--- config.mk ---
export PLATFORM = sky130hd
export DESIGN_NAME = tick_timer
export DESIGN_NICKNAME = d
export VERILOG_FILES = /design/src/rtl/tick_timer_pkg.sv /design/src/rtl/tick_timer_down.sv /design/src/rtl/tick_timer_stamp.sv /design/src/rtl/tick_timer.sv
export SDC_FILE = /design/constraint.sdc
export NUM_CORES = 1
export LEC_CHECK = 0
export BUFFER_PORTS_ARGS = -buffer_cell sky130_fd_sc_hd__buf_2
export CELL_PAD_IN_SITES_DETAIL_PLACEMENT = 0
export CELL_PAD_IN_SITES_GLOBAL_PLACEMENT = 1
export CORE_MARGIN = 3
export CORE_UTILIZATION = 33
export DETAILED_ROUTE_END_ITERATION = 6
export GPL_TIMING_DRIVEN = 0
export PLACE_DENSITY = 0.75
export SLEW_MARGIN = 0
export SYNTH_ARGS = -nofsm -noshare
export SYNTH_HDL_FRONTEND = slang
export SYNTH_SLANG_ARGS = --single-unit
export TNS_END_PERCENT = 50
--- constraint.sdc ---
create_clock -name clk -period 1.9 [get_ports clk]
set_input_delay 0.285 -clock clk [delete_from_list [all_inputs] [get_ports clk]]
set_output_delay 0.285 -clock clk [all_outputs]
set_load 0.1 [all_outputs]
--- src/rtl/tick_timer_pkg.sv ---
package tick_timer_pkg;

  // word addresses of the register bus
  localparam int ADR_PERIOD  = 0;
  localparam int ADR_COUNT   = 1;
  localparam int ADR_CTRL    = 2;
  localparam int ADR_CLEAR   = 3;
  localparam int ADR_STAMP_L = 4;
  localparam int ADR_STAMP_H = 5;

  // control register bit positions
  localparam int CTRL_RUN_BIT  = 7;
  localparam int CTRL_PER_BIT  = 6;
  localparam int CTRL_FAST_BIT = 3;

  // timestamp high register enable bit
  localparam int STAMP_EN_BIT = 8;

  typedef struct packed {
    logic run;
    logic periodic;
    logic fast;
  } ctrl_t;

endpackage

--- src/rtl/tick_timer_down.sv ---
module tick_timer_down #(
  parameter int CNT_W = 16
) (
  input  logic             clk,
  input  logic             rst,
  input  logic             run,
  input  logic             periodic,
  input  logic             tick,
  input  logic             period_we,
  input  logic [CNT_W-1:0] period_in,
  output logic [CNT_W-1:0] period_q,
  output logic [CNT_W-1:0] count_q,
  output logic             reload_pend,
  output logic             zero_cross
);

  localparam logic [CNT_W-1:0] WRAP_VAL = {CNT_W{1'b1}};

  logic [CNT_W-1:0] next_after_zero;

  assign next_after_zero = periodic ? period_q : WRAP_VAL;
  assign zero_cross      = run && tick && !reload_pend && (count_q == '0);

  always_ff @(posedge clk) begin
    if (rst) begin
      count_q     <= '0;
      period_q    <= '0;
      reload_pend <= 1'b0;
    end else begin
      if (!run) begin
        reload_pend <= 1'b0;
      end else if (tick) begin
        if (reload_pend) begin
          count_q     <= period_q;
          reload_pend <= 1'b0;
        end else if (count_q == '0) begin
          count_q <= next_after_zero;
        end else begin
          count_q <= count_q - 1'b1;
        end
      end
      if (period_we) begin
        period_q <= period_in;
        if (run) begin
          reload_pend <= 1'b1;
        end else begin
          count_q <= period_in;
        end
      end
    end
  end

endmodule

--- src/rtl/tick_timer_stamp.sv ---
module tick_timer_stamp #(
  parameter int CNT_W = 40
) (
  input  logic             clk,
  input  logic             rst,
  input  logic             tick,
  input  logic             en_we,
  input  logic             en_in,
  output logic             en_q,
  output logic [CNT_W-1:0] count_q
);

  always_ff @(posedge clk) begin
    if (rst) begin
      en_q    <= 1'b0;
      count_q <= '0;
    end else if (en_we) begin
      en_q <= en_in;
      if (!en_in) begin
        count_q <= '0;
      end
    end else if (en_q && tick) begin
      count_q <= count_q + 1'b1;
    end
  end

endmodule

--- src/rtl/tick_timer.sv ---
module tick_timer
  import tick_timer_pkg::*;
#(
  parameter int ADDR_W  = 3,
  parameter int DATA_W  = 32,
  parameter int DOWN_W  = 16,
  parameter int STAMP_W = 40
) (
  input  logic              clk,
  input  logic              rst,
  input  logic              bus_en,
  input  logic              bus_we,
  input  logic [ADDR_W-1:0] bus_addr,
  input  logic [DATA_W-1:0] bus_wdata,
  output logic [DATA_W-1:0] bus_rdata,
  input  logic              tick_slow,
  input  logic              tick_fast,
  output logic              irq
);

  localparam int STAMP_HI_W = STAMP_W - DATA_W;

  ctrl_t              ctrl_q;
  logic               wr_period;
  logic               wr_ctrl;
  logic               wr_clear;
  logic               wr_stamp_hi;
  logic               rd_access;
  logic               sel_tick;
  logic [DOWN_W-1:0]  period_q;
  logic [DOWN_W-1:0]  down_count;
  logic               down_pend;
  logic               zero_cross;
  logic               stamp_en;
  logic [STAMP_W-1:0] stamp_count;
  logic [DATA_W-1:0]  rd_mux;

  assign wr_period   = bus_en && bus_we && (bus_addr == ADDR_W'(ADR_PERIOD));
  assign wr_ctrl     = bus_en && bus_we && (bus_addr == ADDR_W'(ADR_CTRL));
  assign wr_clear    = bus_en && bus_we && (bus_addr == ADDR_W'(ADR_CLEAR));
  assign wr_stamp_hi = bus_en && bus_we && (bus_addr == ADDR_W'(ADR_STAMP_H));
  assign rd_access   = bus_en && !bus_we;

  assign sel_tick = ctrl_q.fast ? tick_fast : tick_slow;

  always_ff @(posedge clk) begin
    if (rst) begin
      ctrl_q <= '0;
    end else if (wr_ctrl) begin
      ctrl_q.run      <= bus_wdata[CTRL_RUN_BIT];
      ctrl_q.periodic <= bus_wdata[CTRL_PER_BIT];
      ctrl_q.fast     <= bus_wdata[CTRL_FAST_BIT];
    end
  end

  tick_timer_down #(.CNT_W(DOWN_W)) u_down (
    .clk         (clk),
    .rst         (rst),
    .run         (ctrl_q.run),
    .periodic    (ctrl_q.periodic),
    .tick        (sel_tick),
    .period_we   (wr_period),
    .period_in   (bus_wdata[DOWN_W-1:0]),
    .period_q    (period_q),
    .count_q     (down_count),
    .reload_pend (down_pend),
    .zero_cross  (zero_cross)
  );

  tick_timer_stamp #(.CNT_W(STAMP_W)) u_stamp (
    .clk     (clk),
    .rst     (rst),
    .tick    (tick_fast),
    .en_we   (wr_stamp_hi),
    .en_in   (bus_wdata[STAMP_EN_BIT]),
    .en_q    (stamp_en),
    .count_q (stamp_count)
  );

  // a new zero crossing outranks a clear in the same cycle
  always_ff @(posedge clk) begin
    if (rst) begin
      irq <= 1'b0;
    end else if (zero_cross) begin
      irq <= 1'b1;
    end else if (wr_clear) begin
      irq <= 1'b0;
    end
  end

  always_comb begin
    rd_mux = '0;
    case (bus_addr)
      ADDR_W'(ADR_PERIOD):  rd_mux = DATA_W'(period_q);
      ADDR_W'(ADR_COUNT):   rd_mux = DATA_W'(down_count);
      ADDR_W'(ADR_CTRL): begin
        rd_mux[CTRL_RUN_BIT]  = ctrl_q.run;
        rd_mux[CTRL_PER_BIT]  = ctrl_q.periodic;
        rd_mux[CTRL_FAST_BIT] = ctrl_q.fast;
      end
      ADDR_W'(ADR_STAMP_L): rd_mux = stamp_count[DATA_W-1:0];
      ADDR_W'(ADR_STAMP_H): begin
        rd_mux[STAMP_HI_W-1:0] = stamp_count[STAMP_W-1:DATA_W];
        rd_mux[STAMP_EN_BIT]   = stamp_en;
      end
      default: rd_mux = '0;
    endcase
  end

  always_ff @(posedge clk) begin
    if (rst) begin
      bus_rdata <= '0;
    end else if (rd_access) begin
      bus_rdata <= rd_mux;
    end
  end

endmodule

==> flow_metrics.env, run 1 <==
export IMPL_cp_startpoint="u_down.count_q[0]"
export IMPL_finalCritPeriodShare=1.01
export IMPL_vias=5503
export IMPL_grt_pass1_wl_um=28900
export IMPL_synth_fp_nets=687
export IMPL_row_count=46
export IMPL_syn_area_mm2=0.00555
export IMPL_totalPowerFinal_uw=4640
export IMPL_report_final_slew_viol_count=0
export IMPL_area_growth_pct=25.4
export IMPL_tritoncts="yes"
export IMPL_drt_iter0_markers=402
export IMPL_fmax_mhz=521
export IMPL_die_y_um=136
export IMPL_grt_pass1_vias=5325
export IMPL_critical_path_peak_fanout=4
export IMPL_globalRouteTotalUtil=0.199
export IMPL_layout_drive_gt1_share=0.277
export IMPL_routabilityCongestion=0.934
export IMPL_io_buffer_count=55
export IMPL_ir_drop_uv=452
export IMPL_overflow=0
export IMPL_root_buffer="clkbuf_16"
export IMPL_yosysUniqueCellTypes=58
export IMPL_wl_per_cell_um=19.5
export IMPL_violations="negative setup slack"
export IMPL_cts_sinks=110
export IMPL_path_clk_slew_ns=0.07
export IMPL_startpoint_type="flop"
export IMPL_holdCritPathClass="primary input to flop"
export IMPL_yosysMostFrequentCell="dfxtp_1"
export IMPL_synth_ff_type="dfxtp_1"
export IMPL_die_area_mm2=0.0184
export IMPL_drc_errors=0
export IMPL_synth_area_per_cell_um2=8.64
export IMPL_synth_top_cell_by_area="dfxtp_1"
export IMPL_hold_violations=0
export IMPL_worst_slew_pin_slew_ns=0.924
export IMPL_endpoint_kind="flop"
export IMPL_drv_cap=0
export IMPL_n_antenna_cell=0
export IMPL_worstPathRequired_ns=2.15
export IMPL_antenna_found_initial=0
export IMPL_rsz0062_at_grt="true"
export IMPL_hold_buffers=0
export IMPL_clk_path_buf_depth=2
export IMPL_r2r_start="u_down.count_q[0]"
export IMPL_yosysSeqAreaShare=0.396
export IMPL_viasPerCell=5.77
export IMPL_htreeDepth=3
export IMPL_max_slew_margin=0.380
export IMPL_dp_hpwl_um=13100
export IMPL_worstPathArrival_ns=2.17
export IMPL_ios=74
export IMPL_worstSetupPathType="flop to flop"
export IMPL_layout_nets=776
export IMPL_layout_min_cycle_time_ns=1.92
export IMPL_fin_ws_ns=-0.0186
export IMPL_ys_warn_count=0
export IMPL_start_util=0.343
export IMPL_synth_top_cell_area_share=0.396
export IMPL_cts_buffers=9
export IMPL_outcome="finished, violations left"
export IMPL_hp_start="bus_wdata[15]"
export IMPL_first_pass_iters=5
export IMPL_grt_max_degree=18
export IMPL_wirelength_um=18600
export IMPL_syn_inst=643
export IMPL_setup_viol=3
export IMPL_clk_latency_ns=0.36
export IMPL_async_flop_share=0
export IMPL_p_leak_uw=0.00247
export IMPL_tns_ns=-0.0525
export IMPL_synth_edf_count=0
export IMPL_core_mm2=0.0162
export IMPL_synth_commonest_cells="dfxtp_1 (110), nor2_1 (85), nand2_1 (34)"
export IMPL_dieWidth_um=136
export IMPL_p_per_area_mw_per_mm2=667
export IMPL_synth_area_leaders="dfxtp_1 (40%), nor2_1 (5.7%), mux2i_1 (5.4%), a22oi_1 (4.3%), a21oi_1 (2.9%)"
export IMPL_skew_ns=0.00858
export IMPL_ant_nets=0
export IMPL_ys_seq_elements=110
[metal layers]
| layer | track usage | vias up | wire length (um) | share of wire |
|---|---|---|---|---|
| li1 | - | 2582 | - | - |
| met1 | 0.278 | 2740 | 8620 | 0.46 |
| met2 | 0.311 | 145 | 8560 | 0.46 |
| met3 | 0.0230 | 36 | 799 | 0.043 |
| met4 | 0.0879 | 0 | 570 | 0.031 |
| met5 | 0 | - | 0 | 0 |
[metrics by stage]
stage	instances	hold slack [ns]	worst slack (ns)	util	cell area [um^2]
floorplan	643	0.424	0.0110	-	5560
global placement	914	0.470	-0.485	0.378	6110
detailed placement	914	0.477	-0.563	0.378	6110
CTS	947	0.165	-0.0404	0.416	6730
global route	953	0.190	-0.115	0.431	6960
finish	953	0.172	-0.0186	0.431	6960
[area by class of cell]
type,instances,area [um^2]
plain buffers,40,224
fillers,1612,9210
multi-input cells,476,3390
clock inverters,5,35.0
flip-flops and latches,110,2260
well taps,216,270
repair buffers,83,493
clock buffers,11,243
inverters,12,53.8
[final timing paths]
kind | end | slack, ns | cells past startpoint
worst max-delay path | u_down.count_q[10] | -0.02 | 7
worst min-delay path | u_down.period_q[15] | 0.17 | 3
worst max register to register | u_down.count_q[10] | -0.02 | 7
worst min register to register | irq | 0.49 | 2
[sequential cells by signal, indices dropped and copies added, names as in the netlist]
signal / flops
bus_rdata: 32
ctrl_q: 3
irq: 1
u_down.count_q: 16
u_down.period_q: 16
u_down.reload_pend: 1
u_stamp.count_q: 40
u_stamp.en_q: 1
[power breakdown]
group	switching [uW]	internal [uW]	total (uW)	leakage (uW)
clock network	899	928	1830	0.000135
logic	301	177	478	0.00143
registers	29.4	2310	2340	0.000903
total	1230	3410	4640	0.00247
[layout by cell type (no fill, tap or decap), drive strengths merged, types with 4 or more instances in the layout]
master	instances
nor3	26
mux4	7
inv	11
a211oi	14
nor2b	5
o21ai	28
o211ai	5
clkinv	4
o21a	5
xor2	7
xnor2	17
nand3	20
nor4	5
nand2	36
and4	5
nand4	16
clkbuf	39
a21oi	32
nand2b	6
a22oi	32
o31ai	10
dfxtp	110
a2111oi	13
nor2	85
buf	95
or4	12
o22ai	5
and3	5
or3	18
mux2i	30
[critical path: stages, from the launching register on]
cell       delay, ns
dfxtp_4         0.35
inv_4           0.07
ha_4            0.13
nor4b_4         0.34
nand2_1         0.13
or3_4           0.35
xor2_1          0.16
a2111oi_2       0.29
[cells by family after synthesis]
kind of cell,after synthesis,synth area share
adder cells (fa/ha/maj),3,0.00676
AND/OR/NAND/NOR,246,0.228
XOR/XNOR,24,0.0378
flip-flops,110,0.396
AO/OA/AOI/OAI,164,0.200
buffers and inverters,57,0.0439
multiplexers,39,0.0865
[timing repair]
item	4_1_cts	5_1_grt
cloned	1	1
resized for setup	62	69
pin swaps	35	18
setup endpoints to repair	55	47
buffers inserted	21	7
(Power assumes the default switching activity.)
==> run 2: changes to the inputs <==
==> constraint.sdc (replaced) <==
create_clock -name clk -period 1.9 [get_ports clk]
set_input_delay 0.38 -clock clk [delete_from_list [all_inputs] [get_ports clk]]
set_output_delay 0.38 -clock clk [all_outputs]
set_load 0.1 [all_outputs]
==> run 2 against run 1 <==
- the flow still finishes with violations (negative setup slack)
- maximum frequency fell by 1.1%
- worst setup slack got worse by 0.021 ns
- critical path depth did not move
- cell count rose by 0.63%
- first-iteration DRC count rose by 12%
- combinational power rose by 7.5%
- clock skew barely moved
- sequential cell count did not move
- clock power rose by 9%
- die area did not move
==> flow_metrics.env, run 2 (synthesis gave the netlist of run 1 again) <==
export IMPL_grt_pass1_vias=5173
export IMPL_die_area_mm2=0.0184
export IMPL_cts_buffers=9
export IMPL_htreeDepth=3
export IMPL_drt_iter0_markers=450
export IMPL_worst_slew_pin_slew_ns=0.786
export IMPL_io_buffer_count=55
export IMPL_reg2reg_to="u_down.count_q[10]"
export IMPL_vias=5569
export IMPL_r2r_start="u_down.count_q[1]"
export IMPL_clk_latency_ns=0.36
export IMPL_ant_nets=0
export IMPL_hp_start="bus_wdata[15]"
export IMPL_worstSetupPathType="flop to flop"
export IMPL_max_slew_margin=0.476
export IMPL_globalRouteTotalUtil=0.200
export IMPL_ir_drop_uv=426
export IMPL_first_pass_iters=5
export IMPL_p_per_area_mw_per_mm2=679
export IMPL_worstPathRequired_ns=2.15
export IMPL_outcome="finished, violations left"
export IMPL_stdcell_area_mm2=0.00714
export IMPL_viasPerCell=5.81
export IMPL_fmax_mhz=516
export IMPL_core_mm2=0.0162
export IMPL_hold_slack_ns=0.263
export IMPL_dp_hpwl_um=13200
export IMPL_largest_reg_flops=40
export IMPL_routabilityCongestion=0.930
export IMPL_drv_cap=0
export IMPL_violations="negative setup slack"
export IMPL_tritoncts="yes"
export IMPL_row_count=46
export IMPL_clk_path_buf_depth=2
export IMPL_pre_cts_ws_ns=-0.749
export IMPL_holdPathEnd="u_down.period_q[15]"
export IMPL_reg_largest_list="u_stamp.count_q: 40 flops, bus_rdata: 32 flops"
export IMPL_dieWidth_um=136
export IMPL_startpoint_type="flop"
export IMPL_cp_startpoint="u_down.count_q[1]"
export IMPL_layout_commonest_cell="dfxtp_1"
export IMPL_grt_pass1_wl_um=28700
export IMPL_reg2reg_slack_ns=-0.04
export IMPL_overflow=0
export IMPL_holdCritPathClass="primary input to flop"
export IMPL_wirelength_um=19100
export IMPL_p_leak_uw=0.00254
export IMPL_finalCritPeriodShare=1.02
export IMPL_report_final_slew_viol_count=0
export IMPL_layout_nets=782
export IMPL_endpoint_kind="flop"
export IMPL_tns_ns=-0.202
export IMPL_worstPathArrival_ns=2.19
export IMPL_path_clk_slew_ns=0.08
export IMPL_start_util=0.343
export IMPL_fill_cells=1587
export IMPL_layout_drive_gt1_share=0.308
export IMPL_ios=74
export IMPL_critical_path_peak_fanout=4
export IMPL_fin_ws_ns=-0.0392
export IMPL_rsz0062_at_grt="true"
export IMPL_rr_worst_depth=7
export IMPL_hold_violations=0
export IMPL_root_buffer="clkbuf_16"
export IMPL_die_y_um=136
export IMPL_n_antenna_cell=0
export IMPL_whs_path_depth=3
export IMPL_drc_errors=0
export IMPL_setup_viol=10
export IMPL_layout_min_cycle_time_ns=1.94
export IMPL_wl_per_cell_um=19.9
export IMPL_area_growth_pct=28.5
export IMPL_place_area_mm2=0.00613
export IMPL_skew_ns=0.00861
export IMPL_antenna_found_initial=0
export IMPL_cts_sinks=110
export IMPL_layout_common_cells="dfxtp_1 (86), nor2_1 (83), buf_2 (60)"
export IMPL_grt_max_degree=18
export IMPL_largest_register="u_stamp.count_q"
run 2: changes by cell type in the layout (fill, tap and decap cells not counted), sizes merged:
cell,change
buf,+6
clkinv,-2
bufinv,+1
clkinvlp,+1
run 2: worst max path at each step:
| stage | cells after the start | endpoint |
|---|---|---|
| after CTS | 5 | u_stamp.count_q[35] |
| after global placement | 5 | u_stamp.count_q[17] |
| after global routing | 7 | u_stamp.count_q[37] |
| after floorplan | 8 | u_stamp.count_q[37] |
| final | 7 | u_down.count_q[10] |
| after detailed placement | 5 | u_stamp.count_q[16] |
run 2: routing by layer:
layer | wire (um) | GRT usage | share of wire | up-vias
met3 | 1340 | 0.0368 | 0.070 | 37
li1 | - | - | - | 2589
met4 | 391 | 0.0649 | 0.020 | 0
met5 | 0 | 0 | 0 | -
met1 | 8400 | 0.272 | 0.44 | 2722
met2 | 8960 | 0.323 | 0.47 | 221
run 2: power by group:
part | switching [uW] | internal (uW)
sequential | 30.6 | 2310
clock | 900 | 1090
combinational | 315 | 199
total | 1250 | 3600
run 2: critical path, stage by stage, from the launching register on:
cell       delay (ns)
dfxtp_2          0.34
inv_4            0.08
ha_4             0.13
nor4b_4          0.29
nand2_1          0.13
or3_4            0.36
xor2_2           0.15
a2111oi_2        0.34
run 2: area by class of cell:
type                    count  area, um^2  area share
plain buffers              40         249      0.0349
clock buffers              11         253      0.0354
clock inverters             5        57.6     0.00806
inverters                  12        51.3     0.00719
multi-input cells         476        3470       0.486
flip-flops and latches    110        2260       0.317
well taps                 216         270      0.0379
repair buffers             89         529      0.0741
run 2: timing repair:
action / in CTS / in global routing
resized for setup: 63 / 96
setup endpoints to repair: 60 / 69
gates cloned: 1 / 2
hold buffers: 0 / 0
setup buffers: 20 / 11
pin swaps: 15 / 37
run 2: metrics by stage:
| step | util | power, uW | cells |
|---|---|---|---|
| 3_5_place_dp | 0.379 | 2820 | 914 |
| 2_1_floorplan | - | 2680 | 643 |
| 6_report | 0.441 | 4840 | 959 |
| 3_3_place_gp | 0.379 | 2820 | 914 |
| 5_1_grt | 0.441 | 4990 | 959 |
| 4_1_cts | 0.419 | 4840 | 947 |
==> run 3: changes to the inputs <==
- GPL_ROUTABILITY_DRIVEN: unset -> 1
- MAX_ROUTING_LAYER: unset -> met4
==> run 3 against run 2 <==
- the run still ends with negative setup slack left
- count of clock-buffer cells in the layout increased by 3
- routed wire length about the same
- core utilization increased by 0.92 points
- design area increased by 2.1%
- clock power increased by 3%
- die area unchanged
- cell count increased by 1.5%
- non-clock buffer count increased by 14
- first-iteration DRC count increased by 2.9%
- global-route usage increased by 0.78 points
- maximum frequency increased by 1.8%
==> flow_metrics.env, run 3 (synthesis gave the netlist of run 1 again) <==
export IMPL_outcome="finished, violations left"
export IMPL_violations="negative setup slack"
export IMPL_skew_ns=0.00620
export IMPL_holdCritPathClass="primary input to flop"
export IMPL_viasPerCell=5.71
export IMPL_worstPathRequired_ns=2.17
export IMPL_drv_cap=0
export IMPL_layout_min_cycle_time_ns=1.91
export IMPL_grt_pass1_vias=5244
export IMPL_critPathBufInv=2
export IMPL_die_y_um=136
export IMPL_root_buffer="clkbuf_16"
export IMPL_layout_commonest_cell="dfxtp_1"
export IMPL_cts_sinks=110
export IMPL_dp_hpwl_um=13200
export IMPL_dpl_cell_count=914
export IMPL_fill_cells=1560
export IMPL_wl_met3_um=846
export IMPL_highest_layer="met4"
export IMPL_stdcell_area_mm2=0.00729
export IMPL_layout_drive_gt1_share=0.305
export IMPL_globalRouteTotalUtil=0.208
export IMPL_cp_slowest_stage_delay_ns=0.36
export IMPL_startpoint_type="flop"
export IMPL_drc_errors=0
export IMPL_worst_slew_pin_slew_ns=0.803
export IMPL_largest_reg_flops=40
export IMPL_first_pass_iters=5
export IMPL_overflow=0
export IMPL_fin_ws_ns=-0.00526
export IMPL_setup_viol=1
export IMPL_met1_length_um=8750
export IMPL_htreeDepth=3
export IMPL_hold_slack_ns=0.265
export IMPL_path_clk_slew_ns=0.07
export IMPL_fin_util=0.451
export IMPL_wl_per_cell_um=19.6
export IMPL_max_slew_margin=0.465
export IMPL_layout_common_cells="dfxtp_1 (88), nor2_1 (84), buf_2 (59)"
export IMPL_finalCritPeriodShare=1.00
export IMPL_vias=5558
export IMPL_reg_largest_list="u_stamp.count_q: 40 flops, bus_rdata: 32 flops"
export IMPL_wirelength_um=19100
export IMPL_clk_path_buf_depth=2
export IMPL_hold_buffers=0
export IMPL_largest_register="u_stamp.count_q"
export IMPL_dieWidth_um=136
export IMPL_endpoint_kind="flop"
export IMPL_critical_path_peak_fanout=3
export IMPL_rsz0062_at_grt="true"
export IMPL_routabilityCongestion=0.932
export IMPL_place_area_mm2=0.00613
export IMPL_clk_latency_ns=0.36
export IMPL_layout_nets=796
export IMPL_p_per_area_mw_per_mm2=674
export IMPL_worstPathArrival_ns=2.18
export IMPL_ir_drop_uv=427
export IMPL_drt_iter0_markers=463
export IMPL_core_mm2=0.0162
export IMPL_tritoncts="yes"
export IMPL_antenna_found_initial=0
export IMPL_dr_wl_met2_um=9010
export IMPL_instances_no_fill=973
export IMPL_row_count=46
export IMPL_ant_nets=0
export IMPL_io_buffer_count=55
export IMPL_path_cells="inv_4, ha_4, nor4b_4, buf_4, nand3_4, or3_1, xor2_1, a211oi_1"
export IMPL_area_growth_pct=31.2
export IMPL_grt_max_degree=17
export IMPL_p_leak_uw=0.00263
export IMPL_totalPowerFinal_uw=4910
export IMPL_start_util=0.343
export IMPL_critPathTopFamily="simple AND/OR/NAND/NOR gates"
export IMPL_report_final_slew_viol_count=0
export IMPL_critPathSlowestCell="dfxtp_4"
export IMPL_cts_buffers=9
export IMPL_hold_violations=0
export IMPL_n_antenna_cell=0
export IMPL_grt_pass1_wl_um=29000
export IMPL_worstSetupPathType="flop to flop"
export IMPL_fmax_mhz=525
export IMPL_ios=74
export IMPL_die_area_mm2=0.0184
[run 3: cell types whose count changed in the layout (fill, tap and decap cells not counted), moves of 3 or more]
cell and change:
a21oi_2 -8, or4_1 +5, nor3_1 -3, a21oi_1 +7, clkbuf_1 +3, or4_4 -5
or3_1 +3, buf_4 +13, or3_4 -3
[run 3: metrics by stage]
step | worst slack [ns] | TNS [ns]
floorplan | -0.0504 | -0.120
global placement | -0.689 | -41.73
detailed placement | -0.692 | -42.22
CTS | -0.0342 | -0.0810
global route | -0.107 | -1.08
finish | -0.00526 | -0.00526
[run 3: final timing paths]
| check | start | endpoint | slack [ns] | cells after the start |
|---|---|---|---|---|
| worst min-delay path | bus_wdata[15] | u_down.period_q[15] | 0.27 | 3 |
| worst max register to register | u_down.count_q[0] | u_down.count_q[14] | -0.005 | 8 |
| worst max-delay path | u_down.count_q[0] | u_down.count_q[14] | -0.005 | 8 |
| worst min register to register | bus_rdata[3] | bus_rdata[3] | 0.49 | 2 |
[run 3: power breakdown]
part           internal [uW]  switching [uW]
Clock                   1170             869
Combinational            212             324
Sequential              2310            30.6
Total                   3690            1220
[run 3: cell type report]
cell class | count | area, um^2 | share of cell area
inverters | 12 | 51.3 | 0.00704
flip-flops and latches | 110 | 2260 | 0.310
well taps | 216 | 270 | 0.0371
repair buffers | 103 | 653 | 0.0896
clock inverters | 2 | 37.5 | 0.00515
clock buffers | 14 | 284 | 0.0390
multi-input cells | 476 | 3480 | 0.478
plain buffers | 40 | 250 | 0.0343
[run 3: repair_timing]
action	in CTS	in global routing
setup buffers	27	19
hold endpoints to repair	0	0
gates cloned	0	2
pin swaps	16	44
gates resized for setup	61	92
setup endpoints to repair	60	75
[run 3: worst min-delay path, cell delays in order]
cell and delay (ns):
buf_2 0.09, a21oi_1 0.05, nor2_1 0.07
[run 3: routing by layer]
layer  GRT usage  vias to the layer above
met3      0.0264                       36
met5           -                        -
li1            -                     2622
met1       0.284                     2730
met2       0.319                      170
met4      0.0728                        0
